**config.mk**
```make
export PLATFORM = sky130hd
export DESIGN_NAME = alarm_match_unit
export DESIGN_NICKNAME = d
export VERILOG_FILES = /design/src/rtl/alarm_match_pkg.sv /design/src/rtl/alarm_match_dp.sv /design/src/rtl/alarm_match_ctrl.sv /design/src/rtl/alarm_match_unit.sv
export SDC_FILE = /design/constraint.sdc
export NUM_CORES = 1
export LEC_CHECK = 0
export BUFFER_PORTS_ARGS = -buffer_cell sky130_fd_sc_hd__buf_2
export CAP_MARGIN = 20
export CORE_UTILIZATION = 53
export CTS_BUF_LIST = sky130_fd_sc_hd__clkbuf_4 sky130_fd_sc_hd__clkbuf_8
export CTS_CLUSTER_DIAMETER = 50
export DETAILED_ROUTE_END_ITERATION = 10
export PLACE_DENSITY = 0.78
export SLEW_MARGIN = 25
export SYNTH_ARGS = -nofsm -noshare
export SYNTH_HDL_FRONTEND = slang
export SYNTH_SLANG_ARGS = --single-unit
```
**constraint.sdc**
```tcl
create_clock -name clk -period 1.5 [get_ports clk]
set_input_delay 0.3 -clock clk [delete_from_list [all_inputs] [get_ports clk]]
set_output_delay 0.3 -clock clk [all_outputs]
set_load 0.02 [all_outputs]
```
**src/rtl/alarm_match_pkg.sv**
```systemverilog
package alarm_match_pkg;
  localparam int FIELD_W      = 8;
  localparam int FIELDS       = 4;
  localparam int NUM_ALARMS   = 2;
  localparam int FIELD_SEL_W  = $clog2(FIELDS);
  localparam int ALARM_SEL_W  = $clog2(NUM_ALARMS);
  localparam int CTRL_W       = 3;

  // strobes from control to datapath
  typedef struct packed {
    logic                   wrEn;
    logic [ALARM_SEL_W-1:0] alarmSel;
    logic [FIELD_SEL_W-1:0] fieldSel;
    logic [FIELD_W-1:0]     wrData;
  } fieldStrobe_t;
endpackage

```
**src/rtl/alarm_match_dp.sv**
```systemverilog
module alarm_match_dp
  import alarm_match_pkg::*;
(
  input  logic                      clk,
  input  logic                      rstN,
  input  fieldStrobe_t              strobe,
  input  logic [FIELDS*FIELD_W-1:0] curTime,
  output logic [FIELD_W-1:0]        rdFieldData,
  output logic [NUM_ALARMS-1:0]     hit
);
  logic [FIELD_W-1:0] fieldReg [NUM_ALARMS][FIELDS];

  for (genvar a = 0; a < NUM_ALARMS; a++) begin : gAlarm
    logic [FIELDS-1:0] fieldOk;
    for (genvar f = 0; f < FIELDS; f++) begin : gField
      always_ff @(posedge clk or negedge rstN) begin
        if (!rstN)
          fieldReg[a][f] <= '0;
        else if (strobe.wrEn && strobe.alarmSel == ALARM_SEL_W'(a)
                 && strobe.fieldSel == FIELD_SEL_W'(f))
          fieldReg[a][f] <= strobe.wrData;
      end
      // top bit of a stored byte makes the field a don't-care
      assign fieldOk[f] = fieldReg[a][f][FIELD_W-1] ||
                          (fieldReg[a][f] == curTime[f*FIELD_W +: FIELD_W]);
    end
    assign hit[a] = &fieldOk;
  end

  assign rdFieldData = fieldReg[strobe.alarmSel][strobe.fieldSel];
endmodule

```
**src/rtl/alarm_match_ctrl.sv**
```systemverilog
module alarm_match_ctrl
  import alarm_match_pkg::*;
#(
  parameter int ADDR_W = 4
)(
  input  logic                  clk,
  input  logic                  rstN,
  input  logic                  secTick,
  input  logic [ADDR_W-1:0]     busAddr,
  input  logic                  busWrEn,
  input  logic                  busRdEn,
  input  logic [FIELD_W-1:0]    busWrData,
  input  logic [FIELD_W-1:0]    rdFieldData,
  input  logic [NUM_ALARMS-1:0] hit,
  output fieldStrobe_t          strobe,
  output logic [FIELD_W-1:0]    busRdData,
  output logic                  intN0,
  output logic                  intN1
);
  localparam int ALARM_SPAN = NUM_ALARMS * FIELDS;
  localparam logic [ADDR_W-1:0] CTRL_ADDR = ADDR_W'(ALARM_SPAN);
  localparam logic [ADDR_W-1:0] STAT_ADDR = ADDR_W'(ALARM_SPAN + 1);
  localparam int ROUTE_BIT = NUM_ALARMS;

  logic                   inAlarm;
  logic [ALARM_SEL_W-1:0] alarmIdx;
  logic [NUM_ALARMS-1:0]  accAlarm;
  logic [NUM_ALARMS-1:0]  flags;
  logic [NUM_ALARMS-1:0]  flagsNxt;
  logic [CTRL_W-1:0]      ctrlReg;
  logic [NUM_ALARMS-1:0]  ctrlEn;
  logic                   ctrlRoute;

  assign inAlarm  = busAddr < ADDR_W'(ALARM_SPAN);
  assign alarmIdx = busAddr[FIELD_SEL_W +: ALARM_SEL_W];

  assign strobe.wrEn     = busWrEn && inAlarm;
  assign strobe.alarmSel = alarmIdx;
  assign strobe.fieldSel = busAddr[FIELD_SEL_W-1:0];
  assign strobe.wrData   = busWrData;

  for (genvar a = 0; a < NUM_ALARMS; a++) begin : gAcc
    assign accAlarm[a] = (busWrEn || busRdEn) && inAlarm &&
                         alarmIdx == ALARM_SEL_W'(a);
  end

  // acknowledge first, match last: a same-edge match wins
  always_comb begin
    flagsNxt = flags;
    for (int a = 0; a < NUM_ALARMS; a++) begin
      if (accAlarm[a]) flagsNxt[a] = 1'b0;
      if (secTick && hit[a]) flagsNxt[a] = 1'b1;
    end
  end

  always_ff @(posedge clk or negedge rstN) begin
    if (!rstN) flags <= '0;
    else       flags <= flagsNxt;
  end

  always_ff @(posedge clk or negedge rstN) begin
    if (!rstN)
      ctrlReg <= '0;
    else if (busWrEn && busAddr == CTRL_ADDR)
      ctrlReg <= busWrData[CTRL_W-1:0];
  end

  assign ctrlEn    = ctrlReg[NUM_ALARMS-1:0];
  assign ctrlRoute = ctrlReg[ROUTE_BIT];

  always_comb begin
    if (inAlarm)                     busRdData = rdFieldData;
    else if (busAddr == CTRL_ADDR)   busRdData = FIELD_W'(ctrlReg);
    else if (busAddr == STAT_ADDR)   busRdData = FIELD_W'(flags);
    else                             busRdData = '0;
  end

  logic [NUM_ALARMS-1:0] live;
  assign live  = flags & ctrlEn;
  assign intN0 = !(live[0] || (!ctrlRoute && live[1]));
  assign intN1 = !(ctrlRoute && live[1]);

  AST_NO_SET_WITHOUT_TICK: assert property (@(posedge clk) disable iff (!rstN)
    !secTick |=> ((flags & ~$past(flags)) == '0));
  AST_SET_WINS_A0: assert property (@(posedge clk) disable iff (!rstN)
    (secTick && hit[0]) |=> flags[0]);
  AST_SET_WINS_A1: assert property (@(posedge clk) disable iff (!rstN)
    (secTick && hit[1]) |=> flags[1]);
  AST_ACCESS_CLEARS_A0: assert property (@(posedge clk) disable iff (!rstN)
    (accAlarm[0] && !(secTick && hit[0])) |=> !flags[0]);
  AST_ACCESS_CLEARS_A1: assert property (@(posedge clk) disable iff (!rstN)
    (accAlarm[1] && !(secTick && hit[1])) |=> !flags[1]);
  AST_FLAG_HOLDS: assert property (@(posedge clk) disable iff (!rstN)
    (flags[0] && !accAlarm[0]) |=> flags[0]);
  AST_PIN1_NEEDS_ROUTE: assert property (@(posedge clk) disable iff (!rstN)
    !intN1 |-> (ctrlRoute && flags[1]));
  AST_PIN0_NEEDS_FLAG: assert property (@(posedge clk) disable iff (!rstN)
    !intN0 |-> (flags != '0));
endmodule

```
**src/rtl/alarm_match_unit.sv**
```systemverilog
module alarm_match_unit
  import alarm_match_pkg::*;
#(
  parameter int ADDR_W = 4
)(
  input  logic              clk,
  input  logic              rstN,
  input  logic              secTick,
  input  logic [7:0]        curSec,
  input  logic [7:0]        curMin,
  input  logic [7:0]        curHour,
  input  logic [7:0]        curDay,
  input  logic [ADDR_W-1:0] busAddr,
  input  logic              busWrEn,
  input  logic              busRdEn,
  input  logic [7:0]        busWrData,
  output logic [7:0]        busRdData,
  output logic              intN0,
  output logic              intN1
);
  fieldStrobe_t              strobe;
  logic [FIELD_W-1:0]        rdFieldData;
  logic [NUM_ALARMS-1:0]     hit;
  logic [FIELDS*FIELD_W-1:0] curTime;

  assign curTime = {curDay, curHour, curMin, curSec};

  alarm_match_ctrl #(.ADDR_W(ADDR_W)) uCtrl (
    .clk(clk), .rstN(rstN), .secTick(secTick),
    .busAddr(busAddr), .busWrEn(busWrEn), .busRdEn(busRdEn),
    .busWrData(busWrData), .rdFieldData(rdFieldData), .hit(hit),
    .strobe(strobe), .busRdData(busRdData), .intN0(intN0), .intN1(intN1)
  );

  alarm_match_dp uDp (
    .clk(clk), .rstN(rstN), .strobe(strobe), .curTime(curTime),
    .rdFieldData(rdFieldData), .hit(hit)
  );
endmodule

```
Word level (Yosys, flattened, before mapping)
Index checks and enable logic that the tools add are counted.
{ "op_classes": {"bitwise": 4, "n_reduce_logical": 37, "n_eq_ne": 13, "muxes": 13, "magnitude_cmp": 3} }
{ "ops": {"columns": ["op", "count"], "rows": [
  ["32-bit 2-to-1 mux", 3],
  ["8-bit equality test", 8],
  ["8-bit 2-to-1 mux", 4],
  ["1-bit logical AND", 19],
  ["8-bit binary-select mux with 2-bit select", 1],
  ["1-bit logical OR", 10],
  ["4-bit equality test, second input constant", 2],
  ["4-bit AND reduction", 2],
  ["2-bit equality test, second input constant", 2],
  ["4-bit less-than comparator, second input constant", 1],
  ["1-bit 2-to-1 mux", 4],
  ["2-bit nonzero test", 2],
  ["3-bit >= comparator, second input constant", 1],
  ["1-bit logical NOT", 3],
  ["2-bit inverter with 3-bit output", 1],
  ["2-bit AND", 1],
  ["2-bit by 1-bit equality test with 1-bit output, second input constant", 1],
  ["2-bit >= comparator, second input constant", 1],
  ["2-bit logical NOT", 1],
  ["2-bit 2-to-1 mux", 1],
  ["1-bit inverter with 2-bit output", 1],
  ["1-bit inverter", 1]
]} }
{ "word_totals": {"output_inout_bits": 10, "in_bits": 49, "ff_bits": 69, "wordCells": 81} }

Depth between registers and ports, before layout
Gate-level depths: netlist (run 1).
{ "logic_depth": {"depth_word": 8, "ltp_mapped": 6, "mapped_depth_nobuf": 5} }

By module
From an unflattened synthesis (run 1), not the netlist that was laid out.
{ "hier_totals": {"hier_cells": 298, "area_unflattened_um2": 4098.9} }
{ "modules_own_cells": {"columns": ["module", "seq_area_each_um2", "instances", "area_per_inst_um2", "cells_per_inst"], "rows": [
  ["alarm_match_dp", 1601.5, 1, 3674.8, 253],
  ["alarm_match_ctrl", 125.1, 1, 424.2, 45]
]} }

Worst setup path after synthesis (run 1)
Ideal clock, no wire load.
{ "synth_timing": {"kind": "input to output", "startpoint": "in busAddr[2]", "endpoint": "out busRdData[2]", "t_arrival_ps": 1470, "t_required_ps": 1200, "slack_ps": -270, "n_path_buf": 3, "path_stages": 6, "cell_sequence": "buf_4 > buf_4 > buf_2 > nor2_1 > a31oi_1 > o21ai_0"} }
{ "synth_via": {"elab_chain_cells": 8, "word_cells_on_any_way": 11, "cone_classes": "order compare (1); eq/ne (1); mux (8); bitwise (1)"} }
{ "synth_rtl": {"columns": ["element", "line_no", "source"], "rows": [
  ["from (decl)", "alarm_match_unit.sv:13", "input logic [ADDR_W-1:0] busAddr,"],
  ["1-bit inverter with 2-bit output (not written as such)", "alarm_match_dp.sv:30", "assign rdFieldData = fieldReg[strobe.alarmSel][strobe.fieldSel];"],
  ["32-bit 2-to-1 mux (not written as such) (3 in a row)", "alarm_match_dp.sv:30", null],
  ["8-bit binary-select mux with 2-bit select", "alarm_match_dp.sv:30", null],
  ["8-bit 2-to-1 mux (not written as such) (2 in a row)", "alarm_match_dp.sv:30", null],
  ["8-bit 2-to-1 mux (*)", "alarm_match_ctrl.sv:72", "if (inAlarm) busRdData = rdFieldData;"],
  ["to (decl)", "alarm_match_unit.sv:17", "output logic [7:0] busRdData,"]
]} }
Mark *: on every way between the ends. The rest lies on a longest branch, timed or not. The select of a mux whose other input is x is not followed.

Worst setup path after layout (run 1)
{ "layout_timing": {"startpoint": "reg uDp.fieldReg[49] in the netlist's numbering", "endpoint": "out busRdData[1]"} }
{ "layout_via": {"elab_chain_cells": 7} }
{ "layout_rtl": {"columns": ["element", "line_no", "source"], "rows": [
  ["from (decl)", "alarm_match_dp.sv:11", "logic [FIELD_W-1:0] fieldReg [NUM_ALARMS][FIELDS];"],
  ["from (signal, indexed assignment)", "alarm_match_dp.sv:21", "fieldReg[a][f] <= strobe.wrData;"],
  ["32-bit 2-to-1 mux (not written as such) (3 in a row)", "alarm_match_dp.sv:30", null],
  ["8-bit binary-select mux with 2-bit select", "alarm_match_dp.sv:30", null],
  ["8-bit 2-to-1 mux (not written as such) (2 in a row)", "alarm_match_dp.sv:30", null],
  ["8-bit 2-to-1 mux", "alarm_match_ctrl.sv:72", null]
]} }
Every way passes these cells. The select of a mux whose other input is x is not followed.

==> summary.md, run 1 <==
| Metric | Value |
|---|---|
| Die Ht | `87.9 µm` |
| Comb power frac | `32.9%` |
| Pre-antenna DRT Iters | `4` |
| P_leak | `2.42 nW` |
| Status | `finished with violations` |
| Mean Syn Cell Area | `13.3 µm²` |
| Clk slew on worst S/H paths | `0.08 ns` |
| Worst Path Arrival | `1.77 ns` |
| Switching Share | `31.2%` |
| Most frequent cells in the layout | `dfrtp_1, mux2_2, xor2_1, buf_4, buf_2` |
| Unique cell type count in the Yosys netlist | `30` |
| WL/cell | `20.5 µm` |
| Mapped Nets | `343` |
| Mapped Area | `3910 µm²` |
| Hold_sp | `busWrData[6]` |
| EDFF count, synth | `0` |
| Starting Density | `56.3%` |
| RSZ-0062 raised after global routing | `yes` |
| Synth top area share | `44.1%` |
| Yosys top cell by area | `dfrtp_1` |
| Worst setup margin | `-0.574 ns` |
| Worst min path class | `input port to register` |
| Final #Nets | `469` |
| DRT antenna net count | `0` |
| Worst-path cell chain | `buf_6 > mux4_2 > mux2i_1 > o21ai_2 > buf_6` |
| Final core utilization | `74.6%` |
| P_sw | `1.99 mW` |
| Worst setup EP type | `output port` |
| Vias in the first global route | `3143` |
| Ports | `59` |
| First-pass GRT wire length | `16300 µm` |
| FMAX | `0.482 GHz` |
| CP startpoint kind | `register` |
| H-Tree Depth | `3` |
| Area of the core | `6940 µm²` |
| CTS sink cnt | `69` |
| Ant diodes | `0` |
| WS Path Type | `register to output port` |
| Die width | `87.9 µm` |
| Most common cell after layout, fill and taps aside | `dfrtp_1` |
| Sequential share of power | `42.9%` |
| Clock latency on the worst-skew pair | `0.35 ns` |
| Clock Power Share | `24.3%` |
| #FFs+latches synth | `69` |
| Warnings from Yosys | `0` |
| 1st-iter DRT viols | `234` |
| Global Route Usage Sum | `30.0%` |
| Largest net degree at the start of global routing | `51` |
| Routed vias | `3001` |
| Worst rel slew slack | `73.6%` |
| CTS tree | `yes` |
| Max-slew violations | `0` |
| Final Power | `6.38 mW` |
| Clk buf depth | `2` |
| CTS buffer count | `9` |
| Die Area | `7730 µm²` |
| Critical-path maximum fanout | `2` |
| Final setup fails | `10` |
| Worst setup path startpoint | `uDp.fieldReg[49]$_DFFE_PN0P_` |
| Slowest cell on crit path | `mux4_2` |
| Synth-to-Final Area Change | `32.4%` |
| MaxCap Viol Count | `0` |
| Synth area leaders | `dfrtp_1, mux2_2, xor2_1` |
| P_int | `4.39 mW` |
| Min Clock Period, post-route | `2.07 ns` |
| CP peak stage delay | `0.44 ns` |
| PortBufs | `58` |
| Pwr Density | `1230 nW/µm²` |
| Final Cycle Share | `138%` |
| FFs w/ async S/R, synth | `100%` |
| DRT Wirelength | `10700 µm` |
| Ys flop type | `dfrtp_1` |
| Share of layout cells above drive strength 1 | `57.6%` |
| Vias per std cell | `5.76` |
| Worst reg2reg startpoint | `uDp.fieldReg[58]$_DFFE_PN0P_` |
| Fillcell total | `460` |
| Drc violations | `0` |
| GRT overflow | `0` |
| Worst VDD drop | `713 µV` |
| Failing checks | `negative setup slack` |
| Worst-margin pin slew | `0.396 ns` |
| Required time of the critical path | `1.20 ns` |
| GPL Wtd Cong | `0.878` |
| Antenna violations before repair | `0` |
| Rows | `30` |
| Final Hold Fails | `0` |
| CTS root buffer | `clkbuf_8` |
| Skew final | `0.00820 ns` |
| Crit path top cell by count | `buf_6` |
| Sequential area share after synthesis | `44.1%` |
| DP HPWL | `7690 µm` |
| Syn Inst Count | `294` |
-- power by group through the flow --
stage	sequential (mW)	clock (mW)	combinational (mW)
6_report	2.73	1.55	2.10
3_5_place_dp	2.74	0	1.80
5_1_grt	2.75	1.64	2.25
2_1_floorplan	2.60	0	1.10
4_1_cts	2.70	1.57	1.99
3_3_place_gp	2.73	0	1.74
-- stage by stage --
stage               cells  cell area (µm²)  TNS (ns)  setup WS (ns)  hold slack (ns)
finish                521             5180     -4.40         -0.574            0.293
global route          521             5180     -4.97         -0.630            0.303
CTS                   519             5100     -4.42         -0.559            0.292
detailed placement    493             4740    -13.36         -0.336            0.327
global placement      493             4740    -12.07         -0.301            0.327
floorplan             294             3960    -0.548        -0.0953          0.00441
-- flip-flops by register name, indices dropped and copies added, names as in the netlist --
register	count
uCtrl.ctrlReg	3
uDp.fieldReg	64
uCtrl.flags	2
-- area by class of cell --
cell class,instances,area [µm²],share of cell area (%)
sequential,69,1730,33.3
tap,96,120,2.32
clock inverter,4,47.5,0.918
clock buffer,12,153,2.95
multi-input combinational,214,2200,42.4
timing repair buffer,126,933,18.0
-- worst max-delay path: cells and delay by family (launching register included) --
| family | cells | cell delay [ns] |
|---|---|---|
| buf+inv | 2 | 0.27 |
| flops | 1 | 0.41 |
| mux | 2 | 0.63 |
| compound gates | 1 | 0.11 |
-- synthesized netlist by cell type, drive strengths merged (2+ instances only) --
cell,count
mux2i,9
nand3b,6
nor2,13
mux2,67
buf,10
dfrtp,69
a22oi,2
xor2,56
a21oi,7
nand2b,2
nor4,17
nand2,5
o21ai,3
mux4,16
nor3b,3
-- cells by family after synthesis --
group,synth area share [%]
muxes,30.9
xor gates and xnor gates,12.5
AOI/OAI and AO/OA,2.21
buffers and inverters,1.57
and+or+nand+nor,8.64
DFF,44.1
-- final timing paths --
| path | endpoint | slack [ns] | cells past startpoint |
|---|---|---|---|
| worst max-delay path | busRdData[1] | -0.57 | 5 |
| worst min-delay path | uDp.fieldReg[62]$_DFFE_PN0P_ | 0.29 | 2 |
| worst max register to register | uCtrl.flags[0]$_DFFE_PN0P_ | -0.34 | 6 |
| worst min register to register | uCtrl.flags[1]$_DFFE_PN0P_ | 0.53 | 1 |
| max in group asynchronous | uDp.fieldReg[4]$_DFFE_PN0P_ | 0.79 | 3 |
| min in group asynchronous | uDp.fieldReg[13]$_DFFE_PN0P_ | 0.48 | 3 |
-- timing repair --
item | 4_1_cts | 5_1_grt
buffers inserted | 9 | 3
hold buffers | 1 | 0
gates resized for setup | 22 | 15
setup endpoints to repair | 11 | 11
pin swaps | 15 | 16
hold endpoints to repair | 69 | 0
-- per-layer routing --
| metal | vias to the layer above | wire [µm] | track usage (%) |
|---|---|---|---|
| li1 | 1339 | - | - |
| met1 | 1512 | 4130 | 35.7 |
| met2 | 112 | 5600 | 51.8 |
| met3 | 38 | 472 | 4.62 |
| met4 | 0 | 461 | 17.4 |
| met5 | - | 0 | 0 |
Note: power is estimated with default switching activity, not from simulation.
==> inputs of run 2 (changes only) <==
--- a/config.mk
+++ b/config.mk
@@ -7,6 +7,7 @@
 export LEC_CHECK = 0
 export BUFFER_PORTS_ARGS = -buffer_cell sky130_fd_sc_hd__buf_2
 export CAP_MARGIN = 20
+export CORE_MARGIN = 2
 export CORE_UTILIZATION = 53
 export CTS_BUF_LIST = sky130_fd_sc_hd__clkbuf_4 sky130_fd_sc_hd__clkbuf_8
 export CTS_CLUSTER_DIAMETER = 50
==> run 2 against run 1 <==
Effect of this change:
- sequential share of layout area fell by 1.1 points
- count of clock-buffer cells in the layout fell by 1
- combinational power increased by 10%
- via count decreased by 0.37%
- largest power group unchanged
- clock power up 8%
- clock skew is 0.00084 ns lower
- worst hold slack improved by 0.028 ns
- maximum frequency rose by 1.1%
- setup slack better by 0.022 ns
- non-clock buffer count unchanged
- the run still ends with negative setup slack left
- critical path depth stayed put
- global-route usage down 2.9 points
==> summary.md, run 2 (synthesis gave the netlist of run 1 again) <==
| Metric | Value |
|---|---|
| Pre-antenna DRT Iters | `4 (unchanged)` |
| P_sw | `2.11 mW (+5.8%)` |
| Die Area | `8080 µm² (+4.6%)` |
| FMAX | `0.487 GHz (+1.1%)` |
| Largest Register | `uDp.fieldReg` |
| P_leak | `2.45 nW (+1.0%)` |
| Worst-path cell chain | `mux4_2 > nor2b_4 > a31oi_2 > o21ai_2 > buf_6` |
| RSZ-0062 raised after global routing | `yes` |
| Die Ht | `89.9 µm (+2.3%)` |
| Routed vias | `2990 (-0.37%)` |
| Min Clock Period, post-route | `2.05 ns (-0.0219 ns)` |
| WL/cell | `21.0 µm (+2.7%)` |
| Most frequent cells in the layout | `dfrtp_1, mux2_2, buf_4, xor2_1, buf_2` |
| P_int | `4.58 mW (+4.5%)` |
| Sequential share of power | `40.5% (-2.4 points)` |
| Final setup TNS | `-4.42 ns (-0.0164 ns)` |
| CP startpoint kind | `register` |
| Largest net degree at the start of global routing | `70 (+37%)` |
| Ant diodes | `0 (unchanged)` |
| Post-route cell area | `5350 µm² (+3.4%)` |
| Drc violations | `0 (unchanged)` |
| DP HPWL | `7650 µm (-0.50%)` |
| Worst VDD drop | `576 µV (-19%)` |
| Synth-to-Final Area Change | `36.9%` |
| Slowest cell on crit path | `mux4_2` |
| Vias in the first global route | `3129 (-0.45%)` |
| Clk buf depth | `2 (unchanged)` |
| R2r worst-path depth | `7 (+1)` |
| Worst setup EP type | `output port` |
| Worst Hold End | `uDp.fieldReg[23]$_DFFE_PN0P_` |
| Worst reg2reg startpoint | `uDp.fieldReg[54]$_DFFE_PN0P_` |
| Ports | `59 (unchanged)` |
| Worst Path Arrival | `1.75 ns (-0.02 ns)` |
| Die width | `89.9 µm (+2.3%)` |
| Internal reg-to-reg setup slack | `-0.38 ns (-0.04 ns)` |
| GRT overflow | `0 (unchanged)` |
| WS Path Type | `register to output port` |
| Switching Share | `31.5% (+0.26 points)` |
| Required time of the critical path | `1.20 ns (about the same)` |
| Most common cell after layout, fill and taps aside | `dfrtp_1` |
| Clock latency on the worst-skew pair | `0.34 ns (about the same)` |
| DP Area | `4720 µm² (-0.61%)` |
| Rows | `31 (+3.3%)` |
| CTS sink cnt | `69 (unchanged)` |
| First-pass GRT wire length | `16500 µm (+1.3%)` |
| Placed Cells | `490 (-0.61%)` |
| Worst hold stages | `2 (unchanged)` |
| Worst-margin pin slew | `0.392 ns (-0.00407 ns)` |
| Worst setup margin | `-0.552 ns (+0.0219 ns)` |
| Worst min path class | `input port to register` |
| 1st-iter DRT viols | `159 (-32%)` |
| Skew final | `0.00735 ns (-0.000842 ns)` |
| Max-slew violations | `0 (unchanged)` |
| Final core utilization | `74.2% (-0.37 points)` |
| Global Route Usage Sum | `27.1% (-2.9 points)` |
| MaxCap Viol Count | `0 (unchanged)` |
| Status | `finished with violations` |
| CTS buffer count | `9 (unchanged)` |
| Hold_sp | `busWrData[7]` |
| Comb power frac | `34.5% (+1.6 points)` |
| Clock Power Share | `25.0% (+0.7 points)` |
| Worst rel slew slack | `73.9% (+0.27 points)` |
| Critical-path maximum fanout | `2 (unchanged)` |
| DRT Wirelength | `11000 µm (+3.1%)` |
| CTS tree | `yes` |
| Max FFs per register | `64 (unchanged)` |
| Cell Count, Final, Fillers Out | `523 (+0.38%)` |
| GPL Wtd Cong | `0.978 (+11%)` |
| Reg-to-Reg End | `uCtrl.flags[0]$_DFFE_PN0P_` |
| Final Cycle Share | `137% (-1.5 points)` |
| Worst setup path startpoint | `uDp.fieldReg[10]$_DFFE_PN0P_` |
| PortBufs | `58 (unchanged)` |
| Share of layout cells above drive strength 1 | `60.8% (+3.2 points)` |
| Top flop regs | `uDp.fieldReg: 64 flops, uCtrl.ctrlReg: 3 flops, uCtrl.flags: 2 flops` |
| CTS root buffer | `clkbuf_8` |
| DRT antenna net count | `0 (unchanged)` |
| Final Hold Fails | `0 (unchanged)` |
| Starting Density | `54.2% (-2.1 points)` |
| Worst slack, placed | `-0.351 ns (-0.0153 ns)` |
| Antenna violations before repair | `0 (unchanged)` |
| Final setup fails | `10 (unchanged)` |
| Vias per std cell | `5.72 (-0.75%)` |
| Failing checks | `negative setup slack` |
| Pwr Density | `1250 nW/µm² (+1.4%)` |
| Clk slew on worst S/H paths | `0.07 ns (about the same)` |
| CP peak stage delay | `0.49 ns (+0.05 ns)` |
| H-Tree Depth | `3 (unchanged)` |
| Area of the core | `7210 µm² (+3.9%)` |
| Final #Nets | `469 (unchanged)` |
run 2: metrics by stage:
step	power, mW	hold WS (ns)
3_5_place_dp	4.51	0.351
3_3_place_gp	4.43	0.350
5_1_grt	6.96	0.321
2_1_floorplan	3.70	0.00441
6_report	6.69	0.321
4_1_cts	6.39	0.317
run 2: per-layer routing:
| metal | GRT usage [%] | wire length (µm) | share of wire, % | vias to the layer above |
|---|---|---|---|---|
| li1 | - | - | - | 1332 |
| met1 | 34.0 | 4500 | 41 | 1537 |
| met2 | 45.8 | 5650 | 51 | 93 |
| met3 | 5.53 | 462 | 4.2 | 28 |
| met4 | 11.7 | 376 | 3.4 | 0 |
| met5 | 0 | 0 | 0 | - |
run 2: final cells by class:
cell class	count	area [µm²]
fill	455	1860
clock inverter	4	72.6
timing repair buffer	126	927
sequential	69	1730
multi-input combinational	214	2360
clock buffer	11	145
tap	99	124
run 2: power groups by stage:
stage	sequential [mW]	combinational (mW)	clock, mW
3_3_place_gp	2.73	1.70	0
5_1_grt	2.75	2.45	1.77
6_report	2.71	2.31	1.68
4_1_cts	2.70	2.01	1.69
3_5_place_dp	2.74	1.77	0
2_1_floorplan	2.60	1.10	0
run 2: what timing repair did:
| action | CTS | global route |
|---|---|---|
| setup buffers | 9 | 10 |
| hold buffers | 1 | 0 |
| pin swaps | 10 | 20 |
| setup endpoints to repair | 10 | 11 |
| hold endpoints to repair | 69 | 0 |
| gates resized for setup | 27 | 27 |
run 2: critical path: cells and delay by family, from the launching register on:
kind                   cells  cell delay (ns)
AO/OA/AOI/OAI              2             0.24
AND/OR/NAND/NOR            1             0.14
flip-flops                 1             0.41
buffers and inverters      1             0.13
multiplexers               1             0.49
run 2: worst max-delay path by stage:
stage / end / slack, ns / cells past startpoint
after CTS: busRdData[2] / -0.54 / 5
after global placement: busRdData[4] / -0.33 / 6
after detailed placement: busRdData[7] / -0.35 / 5
after floorplan: busRdData[2] / -0.1 / 5
final: busRdData[2] / -0.55 / 5
after global routing: busRdData[2] / -0.61 / 5
==> inputs of run 3 (changes only) <==
--- a/config.mk
+++ b/config.mk
@@ -7,7 +7,7 @@
 export LEC_CHECK = 0
 export BUFFER_PORTS_ARGS = -buffer_cell sky130_fd_sc_hd__buf_2
 export CAP_MARGIN = 20
-export CORE_MARGIN = 2
+export CORE_MARGIN = 3
 export CORE_UTILIZATION = 53
 export CTS_BUF_LIST = sky130_fd_sc_hd__clkbuf_4 sky130_fd_sc_hd__clkbuf_8
 export CTS_CLUSTER_DIAMETER = 50
==> run 3 against run 2 <==
Effect of this change:
- the run still ends with negative setup slack left
- non-clock buffer count did not move
- sequential share of layout area rose by 0.85 points
- maximum frequency rose by 0.19%
- largest cell class unchanged
==> summary.md, run 3 (synthesis gave the netlist of run 1 again) <==
| Metric | Value |
|---|---|
| Final Hold Fails | `0 (unchanged)` |
| Final #Nets | `469 (unchanged)` |
| Synth-to-Final Area Change | `33.4%` |
| CTS sink cnt | `69 (unchanged)` |
| Worst-path cell chain | `mux4_2 > nor2b_4 > a31oi_2 > o21ai_2 > buf_6` |
| GRT overflow | `0 (unchanged)` |
| Final setup fails | `10 (unchanged)` |
| WL/cell | `20.9 µm (-0.67%)` |
| Skew final | `0.00366 ns (-0.00369 ns)` |
| H-Tree Depth | `3 (unchanged)` |
| Worst min path class | `input port to register` |
| FMAX | `0.488 GHz (+0.19%)` |
| Cell Count, Final, Fillers Out | `520 (-0.57%)` |
| Drc violations | `0 (unchanged)` |
| First-pass GRT wire length | `16200 µm (-2.3%)` |
| Largest Register | `uDp.fieldReg` |
| CTS buffer count | `9 (unchanged)` |
| Critical-path maximum fanout | `2 (unchanged)` |
| Ports | `59 (unchanged)` |
| WS Path Type | `register to output port` |
| Pre-antenna DRT Iters | `4 (unchanged)` |
| Min Clock Period, post-route | `2.05 ns (-0.00394 ns)` |
| 1st-iter DRT viols | `188 (+18%)` |
| DRT antenna net count | `0 (unchanged)` |
| DP HPWL | `7740 µm (+1.1%)` |
| Slowest cell on crit path | `mux4_2` |
| Worst rel slew slack | `66.9% (-7.0 points)` |
| Clock latency on the worst-skew pair | `0.35 ns (about the same)` |
| DRT Wirelength | `10900 µm (-1.2%)` |
| CP peak stage delay | `0.48 ns (about the same)` |
| Share of layout cells above drive strength 1 | `59.9% (-0.94 points)` |
| Reg area | `1730 µm² (unchanged)` |
| Starting Density | `56.0% (+1.8 points)` |
| Top flop regs | `uDp.fieldReg: 64 flops, uCtrl.ctrlReg: 3 flops, uCtrl.flags: 2 flops` |
| Global Route Usage Sum | `25.6% (-1.5 points)` |
| Ant diodes | `0 (unchanged)` |
| P_leak | `2.43 nW (-0.70%)` |
| Placed Cells | `488 (-0.41%)` |
| Multi-input gate area | `2280 µm² (-3.5%)` |
| Rows | `30 (-3.2%)` |
| Routed vias | `3009 (+0.64%)` |
| Required time of the critical path | `1.20 ns (about the same)` |
| Die width | `91.9 µm (+2.2%)` |
| GPL Wtd Cong | `0.902 (-7.7%)` |
| Most common cell after layout, fill and taps aside | `dfrtp_1` |
| CP startpoint kind | `register` |
| Clk slew on worst S/H paths | `0.07 ns (about the same)` |
| CTS root buffer | `clkbuf_8` |
| Final Cycle Share | `137% (-0.26 points)` |
| Cell family with most CP delay | `multiplexers` |
| Fillcell total | `439 (-3.5%)` |
| Largest net degree at the start of global routing | `33 (-53%)` |
| MaxCap Viol Count | `0 (unchanged)` |
| Status | `finished with violations` |
| Clk buf depth | `2 (unchanged)` |
| Die Ht | `91.9 µm (+2.2%)` |
| Vias per std cell | `5.79 (+1.2%)` |
| Die Area | `8450 µm² (+4.5%)` |
| Most frequent cells in the layout | `dfrtp_1, mux2_2, buf_4, xor2_1, buf_2` |
| Failing checks | `negative setup slack` |
| CTS tree | `yes` |
| DP Area | `4730 µm² (+0.35%)` |
| Worst setup margin | `-0.549 ns (+0.00394 ns)` |
| Worst setup EP type | `output port` |
| Max FFs per register | `64 (unchanged)` |
| Post-route cell area | `5220 µm² (-2.6%)` |
| RSZ-0062 raised after global routing | `yes` |
| Worst Path Arrival | `1.75 ns (about the same)` |
| Bufs and invs on worst path | `1 (unchanged)` |
| Final Power | `6.28 mW (-6.1%)` |
| Pwr Density | `1200 nW/µm² (-3.6%)` |
| Area of the core | `6980 µm² (-3.2%)` |
| PortBufs | `58 (unchanged)` |
| Worst VDD drop | `660 µV (+15%)` |
| Max-slew violations | `0 (unchanged)` |
| Vias in the first global route | `3049 (-2.6%)` |
| Worst-margin pin slew | `0.496 ns (+0.105 ns)` |
| Antenna violations before repair | `0 (unchanged)` |
[run 3: metal layers]
layer,track usage [%],wire (µm),share of wire (%)
met2,43.1,5590,52
met5,0,0,0
met1,33.0,4350,40
met3,4.10,589,5.4
met4,10.8,323,3.0
[run 3: final timing paths]
| check | start | to | cells after the start | slack, ns |
|---|---|---|---|---|
| min in group asynchronous | rstN | uCtrl.flags[1]$_DFFE_PN0P_ | 2 | 0.44 |
| worst min register to register | uCtrl.flags[1]$_DFFE_PN0P_ | uCtrl.flags[1]$_DFFE_PN0P_ | 1 | 0.54 |
| worst min-delay path | busWrData[6] | uDp.fieldReg[46]$_DFFE_PN0P_ | 2 | 0.30 |
| worst max register to register | uDp.fieldReg[54]$_DFFE_PN0P_ | uCtrl.flags[0]$_DFFE_PN0P_ | 7 | -0.36 |
| worst max-delay path | uDp.fieldReg[10]$_DFFE_PN0P_ | busRdData[2] | 5 | -0.55 |
| max in group asynchronous | rstN | uDp.fieldReg[27]$_DFFE_PN0P_ | 3 | 0.51 |
[run 3: area by class of cell]
cell class / instances / share of cell area, %
multi-input cells: 214 / 43.6
flip-flops and latches: 69 / 33.1
repair buffers: 126 / 17.7
clock buffers: 13 / 3.07
well taps: 96 / 2.30
clock inverters: 2 / 0.192
[run 3: stage by stage]
stage | hold WS [ns] | utilization, % | setup TNS, ns | setup WS [ns]
after floorplan | 0.00441 | - | -0.548 | -0.0953
after global placement | 0.280 | 67.8 | -16.02 | -0.341
after detailed placement | 0.281 | 67.8 | -17.76 | -0.336
after CTS | 0.289 | 72.2 | -4.52 | -0.549
after global routing | 0.300 | 74.7 | -5.05 | -0.594
final | 0.296 | 74.7 | -4.50 | -0.549
[run 3: what timing repair did]
action / CTS / global route
pin swaps: 11 / 11
hold buffers: 1 / 0
setup endpoints to repair: 10 / 14
endpoints found under the hold margin: 16 / 0
resized for setup: 17 / 22
buffers inserted: 11 / 6
[run 3: where the power goes]
| group | leakage (nW) | internal (mW) | switching [mW] |
|---|---|---|---|
| clock | 0.0935 | 0.687 | 0.700 |
| sequential | 0.849 | 2.29 | 0.414 |
| combinational | 1.49 | 1.27 | 0.924 |
